### src/rtl/sdes_pkg.sv
package sdes_pkg;
  typedef enum logic [1:0] {
    BND_NONE   = 2'd0,
    BND_FIRST  = 2'd1,  // word starts at rising-edge bit of the pair
    BND_SECOND = 2'd2   // word starts at falling-edge bit of the pair
  } bnd_pos_e;
endpackage

### src/rtl/sdes_ddr_capture.sv
module sdes_ddr_capture #(
  parameter int LANES = 9
) (
  input  logic             clk_i,
  input  logic             rst_ni,
  input  logic [LANES-1:0] pin_i,
  output logic [LANES-1:0] first_o,
  output logic [LANES-1:0] second_o
);
  logic [LANES-1:0] rise_q, fall_q;

  for (genvar l = 0; l < LANES; l++) begin : g_lane
    always_ff @(posedge clk_i or negedge rst_ni)
      if (!rst_ni) rise_q[l] <= 1'b0;
      else         rise_q[l] <= pin_i[l];

    always_ff @(negedge clk_i or negedge rst_ni)
      if (!rst_ni) fall_q[l] <= 1'b0;
      else         fall_q[l] <= pin_i[l];

    // re-time both halves onto the rising edge as one ordered pair
    always_ff @(posedge clk_i or negedge rst_ni)
      if (!rst_ni) begin
        first_o[l]  <= 1'b0;
        second_o[l] <= 1'b0;
      end else begin
        first_o[l]  <= rise_q[l];
        second_o[l] <= fall_q[l];
      end
  end
endmodule

### src/rtl/sdes_frame_detect.sv
module sdes_frame_detect
  import sdes_pkg::*;
#(
  parameter int SAMPLE_W = 14
) (
  input  logic     clk_i,
  input  logic     rst_ni,
  input  logic     mode_2w_i,
  input  logic     first_i,
  input  logic     second_i,
  output bnd_pos_e pos_o,
  output logic     locked_o
);
  localparam int GAP_W   = $clog2(SAMPLE_W + 2) + 1;
  localparam int GAP_MAX = (1 << GAP_W) - 1;

  logic             prev_q;
  logic             locked_q;
  logic [GAP_W-1:0] gap_q;
  int               lane_bits;

  always_comb begin
    if (!prev_q && first_i)       pos_o = BND_FIRST;
    else if (!first_i && second_i) pos_o = BND_SECOND;
    else                           pos_o = BND_NONE;
  end

  always_ff @(posedge clk_i or negedge rst_ni)
    if (!rst_ni) begin
      prev_q   <= 1'b0;
      locked_q <= 1'b0;
      gap_q    <= '0;
    end else begin
      prev_q <= second_i;
      if (pos_o != BND_NONE) locked_q <= 1'b1;
      if (pos_o != BND_NONE)          gap_q <= '0;
      else if (gap_q != GAP_W'(GAP_MAX)) gap_q <= gap_q + 1'b1;
    end

  assign locked_o  = locked_q;
  assign lane_bits = mode_2w_i ? SAMPLE_W / 2 : SAMPLE_W;

  // boundaries one lane word apart, within half a cycle
  assert_frame_period_R5: assert property (@(posedge clk_i) disable iff (!rst_ni)
    (pos_o != BND_NONE && locked_q) |->
      (2 * (int'(gap_q) + 1) >= lane_bits - 1 && 2 * (int'(gap_q) + 1) <= lane_bits + 1));

  assert_lock_sticky_R7: assert property (@(posedge clk_i) disable iff (!rst_ni)
    locked_q |=> locked_q);
endmodule

### src/rtl/sdes_lane_shifter.sv
module sdes_lane_shifter
  import sdes_pkg::*;
#(
  parameter int SAMPLE_W = 14
) (
  input  logic                clk_i,
  input  logic                rst_ni,
  input  logic                mode_2w_i,
  input  logic                lo_first_i,
  input  logic                lo_second_i,
  input  logic                hi_first_i,
  input  logic                hi_second_i,
  input  bnd_pos_e            pos_i,
  input  logic                load_i,
  output logic [SAMPLE_W-1:0] word_o
);
  localparam int HALF_W = SAMPLE_W / 2;

  logic [SAMPLE_W-1:0] hist_lo_q;
  logic [HALF_W-1:0]   hist_hi_q;
  logic [SAMPLE_W-1:0] word_q, word_d;
  logic [HALF_W-1:0]   lo_half, hi_half;

  always_ff @(posedge clk_i or negedge rst_ni)
    if (!rst_ni) begin
      hist_lo_q <= '0;
      hist_hi_q <= '0;
    end else begin
      hist_lo_q <= {hist_lo_q[SAMPLE_W-3:0], lo_first_i, lo_second_i};
      hist_hi_q <= {hist_hi_q[HALF_W-3:0], hi_first_i, hi_second_i};
    end

  // a word ending on the first bit of this pair still needs that bit
  always_comb begin
    if (pos_i == BND_SECOND) begin
      lo_half = {hist_lo_q[HALF_W-2:0], lo_first_i};
      hi_half = {hist_hi_q[HALF_W-2:0], hi_first_i};
    end else begin
      lo_half = hist_lo_q[HALF_W-1:0];
      hi_half = hist_hi_q;
    end
    if (mode_2w_i)                word_d = {hi_half, lo_half};
    else if (pos_i == BND_SECOND) word_d = {hist_lo_q[SAMPLE_W-2:0], lo_first_i};
    else                          word_d = hist_lo_q;
  end

  always_ff @(posedge clk_i or negedge rst_ni)
    if (!rst_ni)     word_q <= '0;
    else if (load_i) word_q <= word_d;

  assign word_o = word_q;

  assert_word_hold_R6: assert property (@(posedge clk_i) disable iff (!rst_ni)
    !load_i |=> $stable(word_o));
endmodule

### src/rtl/sdes_deserializer.sv
module sdes_deserializer
  import sdes_pkg::*;
#(
  parameter int NUM_CH   = 4,
  parameter int SAMPLE_W = 14
) (
  input  logic                         clk_i,
  input  logic                         rst_ni,
  input  logic                         mode_2w_i,
  input  logic                         frame_i,
  input  logic [2*NUM_CH-1:0]          lane_i,
  output logic [NUM_CH*SAMPLE_W-1:0]   word_o,
  output logic                         valid_o
);
  localparam int LANES = 2 * NUM_CH + 1;
  localparam int FRM   = LANES - 1;

  logic [LANES-1:0] pins, first, second;
  bnd_pos_e         pos;
  logic             locked, load, valid_q;

  assign pins = {frame_i, lane_i};

  sdes_ddr_capture #(.LANES(LANES)) u_cap (
    .clk_i    (clk_i),
    .rst_ni   (rst_ni),
    .pin_i    (pins),
    .first_o  (first),
    .second_o (second)
  );

  sdes_frame_detect #(.SAMPLE_W(SAMPLE_W)) u_frm (
    .clk_i     (clk_i),
    .rst_ni    (rst_ni),
    .mode_2w_i (mode_2w_i),
    .first_i   (first[FRM]),
    .second_i  (second[FRM]),
    .pos_o     (pos),
    .locked_o  (locked)
  );

  assign load = (pos != BND_NONE) && locked;

  for (genvar c = 0; c < NUM_CH; c++) begin : g_ch
    sdes_lane_shifter #(.SAMPLE_W(SAMPLE_W)) u_ch (
      .clk_i       (clk_i),
      .rst_ni      (rst_ni),
      .mode_2w_i   (mode_2w_i),
      .lo_first_i  (first[2*c]),
      .lo_second_i (second[2*c]),
      .hi_first_i  (first[2*c+1]),
      .hi_second_i (second[2*c+1]),
      .pos_i       (pos),
      .load_i      (load),
      .word_o      (word_o[c*SAMPLE_W +: SAMPLE_W])
    );
  end

  always_ff @(posedge clk_i or negedge rst_ni)
    if (!rst_ni) valid_q <= 1'b0;
    else         valid_q <= load;

  assign valid_o = valid_q;

  assert_single_pulse_R6: assert property (@(posedge clk_i) disable iff (!rst_ni)
    valid_o |=> !valid_o);

  assert_word_changes_on_pulse_R6: assert property (@(posedge clk_i) disable iff (!rst_ni)
    !$stable(word_o) |-> valid_o);
endmodule

### config.mk
export PLATFORM = sky130hd
export DESIGN_NAME = sdes_deserializer
export DESIGN_NICKNAME = d
export VERILOG_FILES = /design/src/rtl/sdes_pkg.sv /design/src/rtl/sdes_ddr_capture.sv /design/src/rtl/sdes_frame_detect.sv /design/src/rtl/sdes_lane_shifter.sv /design/src/rtl/sdes_deserializer.sv
export SDC_FILE = /design/constraint.sdc
export NUM_CORES = 1
export LEC_CHECK = 0
export CORE_MARGIN = 2
export CORE_UTILIZATION = 40
export DETAILED_ROUTE_END_ITERATION = 7
export HOLD_SLACK_MARGIN = 0.12
export SKIP_CTS_REPAIR_TIMING = 1
export SYNTH_ARGS = -nofsm -noshare
export SYNTH_HDL_FRONTEND = slang
export SYNTH_SLANG_ARGS = --single-unit
export TNS_END_PERCENT = 50
### constraint.sdc
create_clock -name clk_i -period 5 [get_ports clk_i]
set_clock_uncertainty 0.05 [all_clocks]
set_input_delay 0.75 -clock clk_i [delete_from_list [all_inputs] [get_ports clk_i]]
set_output_delay 0.75 -clock clk_i [all_outputs]
set_load 0.01 [all_outputs]
# Word-level counts from Yosys, hierarchy flattened
# Index checks and enable logic that the tools add are counted.
# totals
regBits,179
word_cells,76
out_inout_bits,57
inputBits,12
# classes
n_reduce_logical,6
muxes,18
n_eq_ne,1
# ops
cell,count
$mux W14,8
$mux W7,8
$mux W2,2
$logic_and A1 B1 Y1,3
$eq A2 B2 Y1 const B,1
$logic_not A1 Y1,2
$reduce_bool A2 Y1,1

# Depth between registers and ports, before layout
# Gate-level depths: netlist of the first run.
# logic_depth
ltp_word,7
mapped_depth,6
depth_no_buf,3

# Cells and area by module
# From an unflattened synthesis of the first run, not the netlist that was laid out.
# hier_totals
cells_unflattened,371
area_unflattened_um2,6167.2
# by_module_without_submodules
mod,n_inst,seq_area_each_um2,cells_each,area_per_inst_um2
sdes_lane_shifter,4,875.8,82,1291.2
sdes_ddr_capture,1,900.9,36,900.9
sdes_frame_detect,1,50.0,5,68.8
sdes_deserializer,1,25.0,2,32.5

==> metrics.txt, run 1 <==
# TYPE chip_impl_metric gauge
chip_impl_metric{name="rows",unit=""} 45
chip_impl_info{name="cell_with_the_most_instances_after_synthesis",value="sky130_fd_sc_hd__dfrtp_1"} 1
chip_impl_metric{name="floorplan.core_area",unit="µm²"} 15200
chip_impl_metric{name="worst_setup_hold_path_clk_slew",unit="ns"} 0.06
chip_impl_metric{name="maximum_vdd_drop",unit="µV"} 228.6
chip_impl_metric{name="postSynthRegisterBits",unit=""} 179
chip_impl_metric{name="worstMarginPinSlew",unit="ns"} 0.9932
chip_impl_metric{name="grt_antenna_before_repair",unit=""} 0
chip_impl_info{name="cts_tree",value="built"} 1
chip_impl_metric{name="drt.antenna.violating_nets",unit=""} 0
chip_impl_info{name="critPathSlowestCell",value="sky130_fd_sc_hd__clkdlybuf4s50_1"} 1
chip_impl_metric{name="syn_inst",unit=""} 336
chip_impl_metric{name="postSynthAreaPerCell",unit="µm²"} 18.46
chip_impl_info{name="crit_family",value="buffers and inverters"} 1
chip_impl_metric{name="max-clock-path-buffers",unit=""} 2
chip_impl_info{name="post-synth-top-area-cell",value="sky130_fd_sc_hd__dfrtp_1"} 1
chip_impl_metric{name="remaining_drc_errors",unit=""} 0
chip_impl_metric{name="synth_largest_type_area_fraction",unit="%"} 68.59
chip_impl_metric{name="fin_setup_tns",unit="ns"} 0
chip_impl_metric{name="synth_area_in_compound_gates",unit="%"} 0.1210
chip_impl_metric{name="totalWireLength",unit="mm"} 9.370
chip_impl_metric{name="postSynth.asyncResetShare",unit="%"} 100.0
chip_impl_metric{name="detail_route.first_pass.iterations",unit=""} 2
chip_impl_metric{name="post-layout-total-power",unit="mW"} 3.241
chip_impl_metric{name="start_util",unit="%"} 40.80
chip_impl_metric{name="synth-simple-area-share",unit="%"} 0.3026
chip_impl_metric{name="die_height",unit="µm"} 128.5
chip_impl_metric{name="synth-warning-count",unit=""} 0
chip_impl_info{name="ys.flop_type",value="sky130_fd_sc_hd__dfrtp_1"} 1
chip_impl_metric{name="detail_route.iter0.violations",unit=""} 118
chip_impl_metric{name="final-max-slew-violation-count",unit=""} 0
chip_impl_metric{name="powerDensity",unit="nW/µm²"} 428.5
chip_impl_metric{name="first_global_vias",unit=""} 3208
chip_impl_metric{name="fp.dieArea",unit="µm²"} 16520
chip_impl_metric{name="synth_fa_ha_area_share",unit="%"} 0
chip_impl_metric{name="power.internal",unit="mW"} 2.494
chip_impl_metric{name="p_leak",unit="nW"} 3.239
chip_impl_metric{name="max_stage_delay",unit="ns"} 0.42
chip_impl_metric{name="overflow",unit=""} 0
chip_impl_info{name="worst_setup_path_start_kind",value="input pin"} 1
chip_impl_metric{name="count_of_flip_flops_with_a_built_in_enable_after_synthesis",unit=""} 0
chip_impl_metric{name="synth_nets",unit=""} 348
chip_impl_metric{name="final_layout_size_suffix_gt1_share",unit="%"} 29.88
chip_impl_metric{name="netSwitchingPower",unit="mW"} 0.7472
chip_impl_metric{name="synthesis.area",unit="µm²"} 6202
chip_impl_metric{name="dieWidth",unit="µm"} 128.5
chip_impl_metric{name="synthMuxAreaShare",unit="%"} 25.26
chip_impl_metric{name="ioPinCount",unit=""} 69
chip_impl_metric{name="grt_pass1_wl",unit="mm"} 16.27
chip_impl_metric{name="p_seq_share",unit="%"} 50.8
chip_impl_metric{name="slew-limit-headroom",unit="%"} 33.78
chip_impl_metric{name="route.vias.total",unit=""} 2894
chip_impl_metric{name="report.final.setup_viol",unit=""} 0
chip_impl_metric{name="share_comb_of_total_power",unit="%"} 13.1
chip_impl_metric{name="share_of_the_core_filled_with_cells",unit="%"} 49.75
chip_impl_info{name="crit_path_cell_trace",value="clkdlybuf4s50_1"} 1
chip_impl_metric{name="antenna_cells",unit=""} 0
chip_impl_info{name="synth.top_cells.by_area",value="sky130_fd_sc_hd__dfrtp_1 (69%), sky130_fd_sc_hd__mux2_2 (15%), sky130_fd_sc_hd__mux2i_1 (7.1%), sky130_fd_sc_hd__dfrtn_1 (3.6%), sky130_fd_sc_hd__mux4_2 (2.9%)"} 1
chip_impl_info{name="combinational_family_with_the_most_area_after_synthesis",value="multiplexers"} 1
chip_impl_metric{name="fin_worst_hold_slack",unit="ns"} 0.2592
chip_impl_info{name="cts-root-buf",value="sky130_fd_sc_hd__clkbuf_16"} 1
chip_impl_metric{name="clk_latency",unit="ns"} 0.42
chip_impl_metric{name="final_estimated_routing_congestion_in_global_placement",unit=""} 0.7111
chip_impl_metric{name="critPathRequiredTime",unit="ns"} 2.68
chip_impl_info{name="endpoint_kind",value="flip-flop"} 1
chip_impl_metric{name="drt-wirelength-per-cell",unit="µm"} 15.29
chip_impl_metric{name="final-hold-violation-count",unit=""} 0
chip_impl_metric{name="power.switching_fraction",unit="%"} 23.05
chip_impl_metric{name="htree_num_levels",unit=""} 4
chip_impl_metric{name="globalRouteTotalUtil",unit="%"} 13.04
chip_impl_metric{name="avgViaCountPerCell",unit=""} 4.721
chip_impl_metric{name="cts_buffers",unit=""} 17
chip_impl_metric{name="place.detailed.hpwl",unit="mm"} 5.840
chip_impl_metric{name="io_buffer_count",unit=""} 68
chip_impl_metric{name="cp_num_buf_inv",unit=""} 1
chip_impl_metric{name="sequential_cell_area_fraction_in_the_yosys_report",unit="%"} 72.22
chip_impl_metric{name="arr_time_crit_path",unit="ns"} 1.17
chip_impl_metric{name="drv.max_cap_violation_count",unit=""} 0
chip_impl_metric{name="path_max_fanout",unit=""} 2
chip_impl_metric{name="worstSetupPathDepth",unit=""} 1
chip_impl_info{name="run_status",value="finished clean"} 1
chip_impl_metric{name="area_growth_synth_to_finish",unit="%"} 21.95
chip_impl_metric{name="rr_worst_depth",unit=""} 0
chip_impl_info{name="netlist_top_cells_count",value="sky130_fd_sc_hd__dfrtp_1 (170), sky130_fd_sc_hd__mux2_2 (80), sky130_fd_sc_hd__mux2i_1 (44)"} 1
chip_impl_metric{name="cts_num_sinks",unit=""} 179
chip_impl_info{name="unrepaired_setup_endpoints_after_global_routing",value="false"} 1
chip_impl_metric{name="grt_start_max_net_pins",unit=""} 67
chip_impl_metric{name="power.clock.fraction",unit="%"} 36.1
chip_impl_info{name="holdCritPathClass",value="input pin to asynchronous set/reset pin"} 1
chip_impl_metric{name="final_net_count",unit=""} 424
chip_impl_metric{name="post_synthesis_xor_xnor_area_fraction",unit="%"} 0
chip_impl_metric{name="synth_cell_types",unit=""} 13
chip_impl_info{name="critPathKind",value="input pin to flip-flop"} 1
[routing by layer]
metal | up-vias | wire [µm] | global-route usage (%) | share of wire (%)
met5 | - | 0 | 0 | 0
met4 | 0 | 153 | 5.371 | 1.6
met3 | 11 | 388 | 4.865 | 4.1
met2 | 50 | 4382 | 19.49 | 47
met1 | 1491 | 4445 | 17.37 | 47
li1 | 1342 | - | - | -
[layout by cell type, fill, tap and decap left out, types with 2 or more instances in the layout]
cell | netlist | final
sky130_fd_sc_hd__clkinv_2 | 0 | 6
sky130_fd_sc_hd__mux2i_1 | 44 | 44
sky130_fd_sc_hd__clkdlybuf4s50_1 | 0 | 66
sky130_fd_sc_hd__buf_4 | 3 | 6
sky130_fd_sc_hd__mux2_1 | 4 | 4
sky130_fd_sc_hd__clkbuf_16 | 0 | 17
sky130_fd_sc_hd__mux4_2 | 8 | 8
sky130_fd_sc_hd__clkbuf_1 | 0 | 3
sky130_fd_sc_hd__mux2_2 | 80 | 80
sky130_fd_sc_hd__clkinvlp_4 | 0 | 3
sky130_fd_sc_hd__clkbuf_8 | 0 | 2
sky130_fd_sc_hd__dfrtn_1 | 9 | 9
sky130_fd_sc_hd__dfrtp_1 | 170 | 170
[power groups by stage]
stage	clock, mW	sequential (mW)	combinational [mW]
floorplan	0	1.70	0.167
global placement	0	1.67	0.428
detailed placement	0	1.68	0.433
CTS	1.21	1.65	0.435
global route	1.28	1.67	0.462
finish	1.17	1.65	0.424
[worst paths after layout]
kind | start | to | slack (ns)
worst max-delay path | lane_i[7] | u_cap.fall_q[7] | 1.51
worst min-delay path | rst_ni | g_ch[1].u_ch.word_o[11] | 0.26
worst max register to register | u_cap.fall_q[5] | u_cap.second_o[5] | 2.02
worst min register to register | u_cap.rise_q[1] | u_cap.first_o[1] | 0.29
max in group asynchronous | rst_ni | u_cap.fall_q[1] | 1.76
min in group clk_i | u_cap.rise_q[1] | u_cap.first_o[1] | 0.29
[flip-flops by register name, summed over array words and instances, names as in the netlist]
name                 count
g_ch.u_ch.hist_lo_q     56
g_ch.u_ch.word_o        56
g_ch.u_ch.hist_hi_q     28
u_cap.fall_q             9
u_cap.first_o            9
u_cap.rise_q             9
u_cap.second_o           9
u_frm.locked_o           1
u_frm.prev_q             1
valid_o                  1
[cells by family (layout without fill, tap and decap cells)]
kind of cell	count (synthesis)	count (layout)
AO/OA/AOI/OAI	1	1
buffers and inverters	17	106
flip-flops	179	179
multiplexers	136	136
AND/OR/NAND/NOR	3	3
[layout make-up]
type | instances | area, µm²
clock inverter | 10 | 61.31
sequential | 179 | 4479
timing repair buffer | 74 | 721.9
tap | 188 | 235.2
clock buffer | 22 | 464.2
multi-input combinational | 140 | 1602
fill | 1306 | 7639
[per-stage QoR]
step,setup WS [ns],instance area [µm²],cells
floorplan,1.556,6202,336
global placement,1.119,7038,581
detailed placement,1.094,7038,581
CTS,1.518,7564,613
global route,1.503,7564,613
finish,1.509,7564,613
No activity file was read; power rests on OpenSTA's default activity.
==> run 2: changes to the inputs <==
==> constraint.sdc (replaced) <==
create_clock -name clk_i -period 3.3 [get_ports clk_i]
set_clock_uncertainty 0.05 [all_clocks]
set_input_delay 0.495 -clock clk_i [delete_from_list [all_inputs] [get_ports clk_i]]
set_output_delay 0.495 -clock clk_i [all_outputs]
set_load 0.01 [all_outputs]
==> metrics.txt, run 2 (same netlist as run 1, synthesis figures left out) <==
# TYPE chip_impl_metric gauge
chip_impl_metric{name="critPathRequiredTime",unit="ns"} 2.18
chip_impl_metric{name="p_leak",unit="nW"} 3.322
chip_impl_metric{name="remaining_drc_errors",unit=""} 0
chip_impl_metric{name="fp.dieArea",unit="µm²"} 16520
chip_impl_metric{name="total_instance_count_after_detailed_placement",unit=""} 588
chip_impl_metric{name="cts_num_sinks",unit=""} 179
chip_impl_metric{name="final_layout_size_suffix_gt1_share",unit="%"} 31.41
chip_impl_metric{name="overflow",unit=""} 0
chip_impl_info{name="min_to",value="u_cap.first_o[1]"} 1
chip_impl_metric{name="first_global_vias",unit=""} 3279
chip_impl_metric{name="final_critical_path_setup_slack",unit="ns"} 0.6755
chip_impl_metric{name="ioPinCount",unit=""} 69
chip_impl_metric{name="rows",unit=""} 45
chip_impl_metric{name="final-max-slew-violation-count",unit=""} 0
chip_impl_metric{name="area_growth_synth_to_finish",unit="%"} 24.73
chip_impl_info{name="critical_path_launch_point",value="rst_ni"} 1
chip_impl_metric{name="htree_num_levels",unit=""} 4
chip_impl_metric{name="worstMarginPinSlew",unit="ns"} 0.8823
chip_impl_info{name="crit_family",value="buffers and inverters"} 1
chip_impl_info{name="critPathSlowestCell",value="sky130_fd_sc_hd__dlygate4sd3_1"} 1
chip_impl_metric{name="final-hold-violation-count",unit=""} 0
chip_impl_info{name="run_status",value="finished clean"} 1
chip_impl_metric{name="fin_setup_tns",unit="ns"} 0
chip_impl_metric{name="drv.max_cap_violation_count",unit=""} 0
chip_impl_metric{name="io_buffer_count",unit=""} 68
chip_impl_metric{name="avgViaCountPerCell",unit=""} 4.710
chip_impl_info{name="critPathKind",value="input pin to asynchronous set/reset pin"} 1
chip_impl_metric{name="post-route-cell-area",unit="µm²"} 7736
chip_impl_metric{name="grt_pass1_wl",unit="mm"} 16.39
chip_impl_info{name="worstReg2RegEnd",value="u_cap.second_o[3]"} 1
chip_impl_info{name="crit_path_cell_trace",value="dlygate4sd3_1, buf_6"} 1
chip_impl_info{name="worst_setup_path_start_kind",value="input pin"} 1
chip_impl_metric{name="start_util",unit="%"} 40.80
chip_impl_metric{name="drt-wirelength-per-cell",unit="µm"} 15.15
chip_impl_metric{name="path_max_fanout",unit=""} 55
chip_impl_metric{name="powerDensity",unit="nW/µm²"} 674.1
chip_impl_info{name="cts_tree",value="built"} 1
chip_impl_metric{name="dieWidth",unit="µm"} 128.5
chip_impl_info{name="endpoint_kind",value="asynchronous set/reset pin"} 1
chip_impl_metric{name="report.final.setup_viol",unit=""} 0
chip_impl_metric{name="worstHoldPathCells",unit=""} 0
chip_impl_metric{name="cts_buffers",unit=""} 17
chip_impl_metric{name="post-layout-total-power",unit="mW"} 5.215
chip_impl_metric{name="maximum_vdd_drop",unit="µV"} 343.8
chip_impl_metric{name="max_stage_delay",unit="ns"} 0.54
chip_impl_info{name="cts-root-buf",value="sky130_fd_sc_hd__clkbuf_16"} 1
chip_impl_metric{name="place.detailed.hpwl",unit="mm"} 5.974
chip_impl_metric{name="grt_antenna_before_repair",unit=""} 0
chip_impl_metric{name="fin_worst_hold_slack",unit="ns"} 0.2960
chip_impl_metric{name="final_cells",unit=""} 621
chip_impl_metric{name="grt_start_max_net_pins",unit=""} 74
chip_impl_info{name="timing.hold.worst.start",value="u_cap.rise_q[1]"} 1
chip_impl_metric{name="max-clock-path-buffers",unit=""} 2
chip_impl_metric{name="clk_latency",unit="ns"} 0.41
chip_impl_metric{name="placed_cell_area",unit="µm²"} 7103
chip_impl_metric{name="reg2reg_setup_slack",unit="ns"} 1.15
chip_impl_metric{name="fillCellCount",unit=""} 1288
chip_impl_metric{name="worst_setup_hold_path_clk_slew",unit="ns"} 0.07
chip_impl_metric{name="globalRouteTotalUtil",unit="%"} 13.04
chip_impl_metric{name="die_height",unit="µm"} 128.5
chip_impl_metric{name="antenna_cells",unit=""} 0
chip_impl_metric{name="final_estimated_routing_congestion_in_global_placement",unit=""} 0.7154
chip_impl_metric{name="detail_route.iter0.violations",unit=""} 164
chip_impl_metric{name="dpl_worst_slack",unit="ns"} 0.4970
chip_impl_metric{name="floorplan.core_area",unit="µm²"} 15200
chip_impl_metric{name="share_of_the_core_filled_with_cells",unit="%"} 50.89
chip_impl_metric{name="route.vias.total",unit=""} 2925
chip_impl_metric{name="rr_worst_depth",unit=""} 0
chip_impl_metric{name="arr_time_crit_path",unit="ns"} 1.50
chip_impl_info{name="worst_r2r_startpoint",value="u_cap.fall_q[3]"} 1
chip_impl_metric{name="drt.antenna.violating_nets",unit=""} 0
chip_impl_info{name="top_library_cells_by_usage_in_the_layout_fill_and_taps_aside",value="sky130_fd_sc_hd__dfrtp_1 (170), sky130_fd_sc_hd__mux2_2 (80), sky130_fd_sc_hd__clkdlybuf4s50_1 (66), sky130_fd_sc_hd__mux2i_1 (44), sky130_fd_sc_hd__clkbuf_16 (17)"} 1
chip_impl_info{name="most_common_cell_after_layout_fill_and_taps_aside",value="sky130_fd_sc_hd__dfrtp_1"} 1
chip_impl_metric{name="cp_num_buf_inv",unit=""} 2
chip_impl_metric{name="detail_route.first_pass.iterations",unit=""} 4
chip_impl_info{name="holdCritPathClass",value="flip-flop to flip-flop"} 1
chip_impl_metric{name="totalWireLength",unit="mm"} 9.410
chip_impl_metric{name="slew-limit-headroom",unit="%"} 41.18
chip_impl_metric{name="final_net_count",unit=""} 432
chip_impl_info{name="unrepaired_setup_endpoints_after_global_routing",value="false"} 1
[run 2: report_power, final]
| part | switching [mW] | internal [mW] | total [mW] |
|---|---|---|---|
| logic | 0.253 | 0.397 | 0.650 |
| clock network | 0.811 | 1.26 | 2.07 |
| registers | 0.103 | 2.39 | 2.50 |
| total | 1.17 | 4.05 | 5.22 |
[run 2: worst max path at each step]
| stage | cells past startpoint | end |
|---|---|---|
| 5_1_grt | 2 | u_cap.fall_q[7] |
| 3_3_place_gp | 1 | u_cap.fall_q[8] |
| 2_1_floorplan | 0 | u_cap.fall_q[0] |
| 6_report | 2 | u_cap.fall_q[7] |
| 3_5_place_dp | 1 | u_cap.fall_q[8] |
| 4_1_cts | 1 | u_cap.fall_q[8] |
[run 2: final cells by class]
cell class	count	area [µm²]	area share, %
tap	188	235.2	3.041
multi-input combinational	140	1602	20.70
timing repair buffer	82	797.0	10.30
clock inverter	11	152.6	1.973
sequential	179	4479	57.90
clock buffer	21	470.5	6.081
[run 2: metal layers]
metal	part of all wire, %	global-route usage, %	vias to the layer above	wire (µm)
met5	0	0	-	0
met4	1.1	4.220	0	100
met3	3.6	4.615	9	335
met2	47	20.15	49	4419
met1	48	17.46	1505	4555
li1	-	-	1362	-
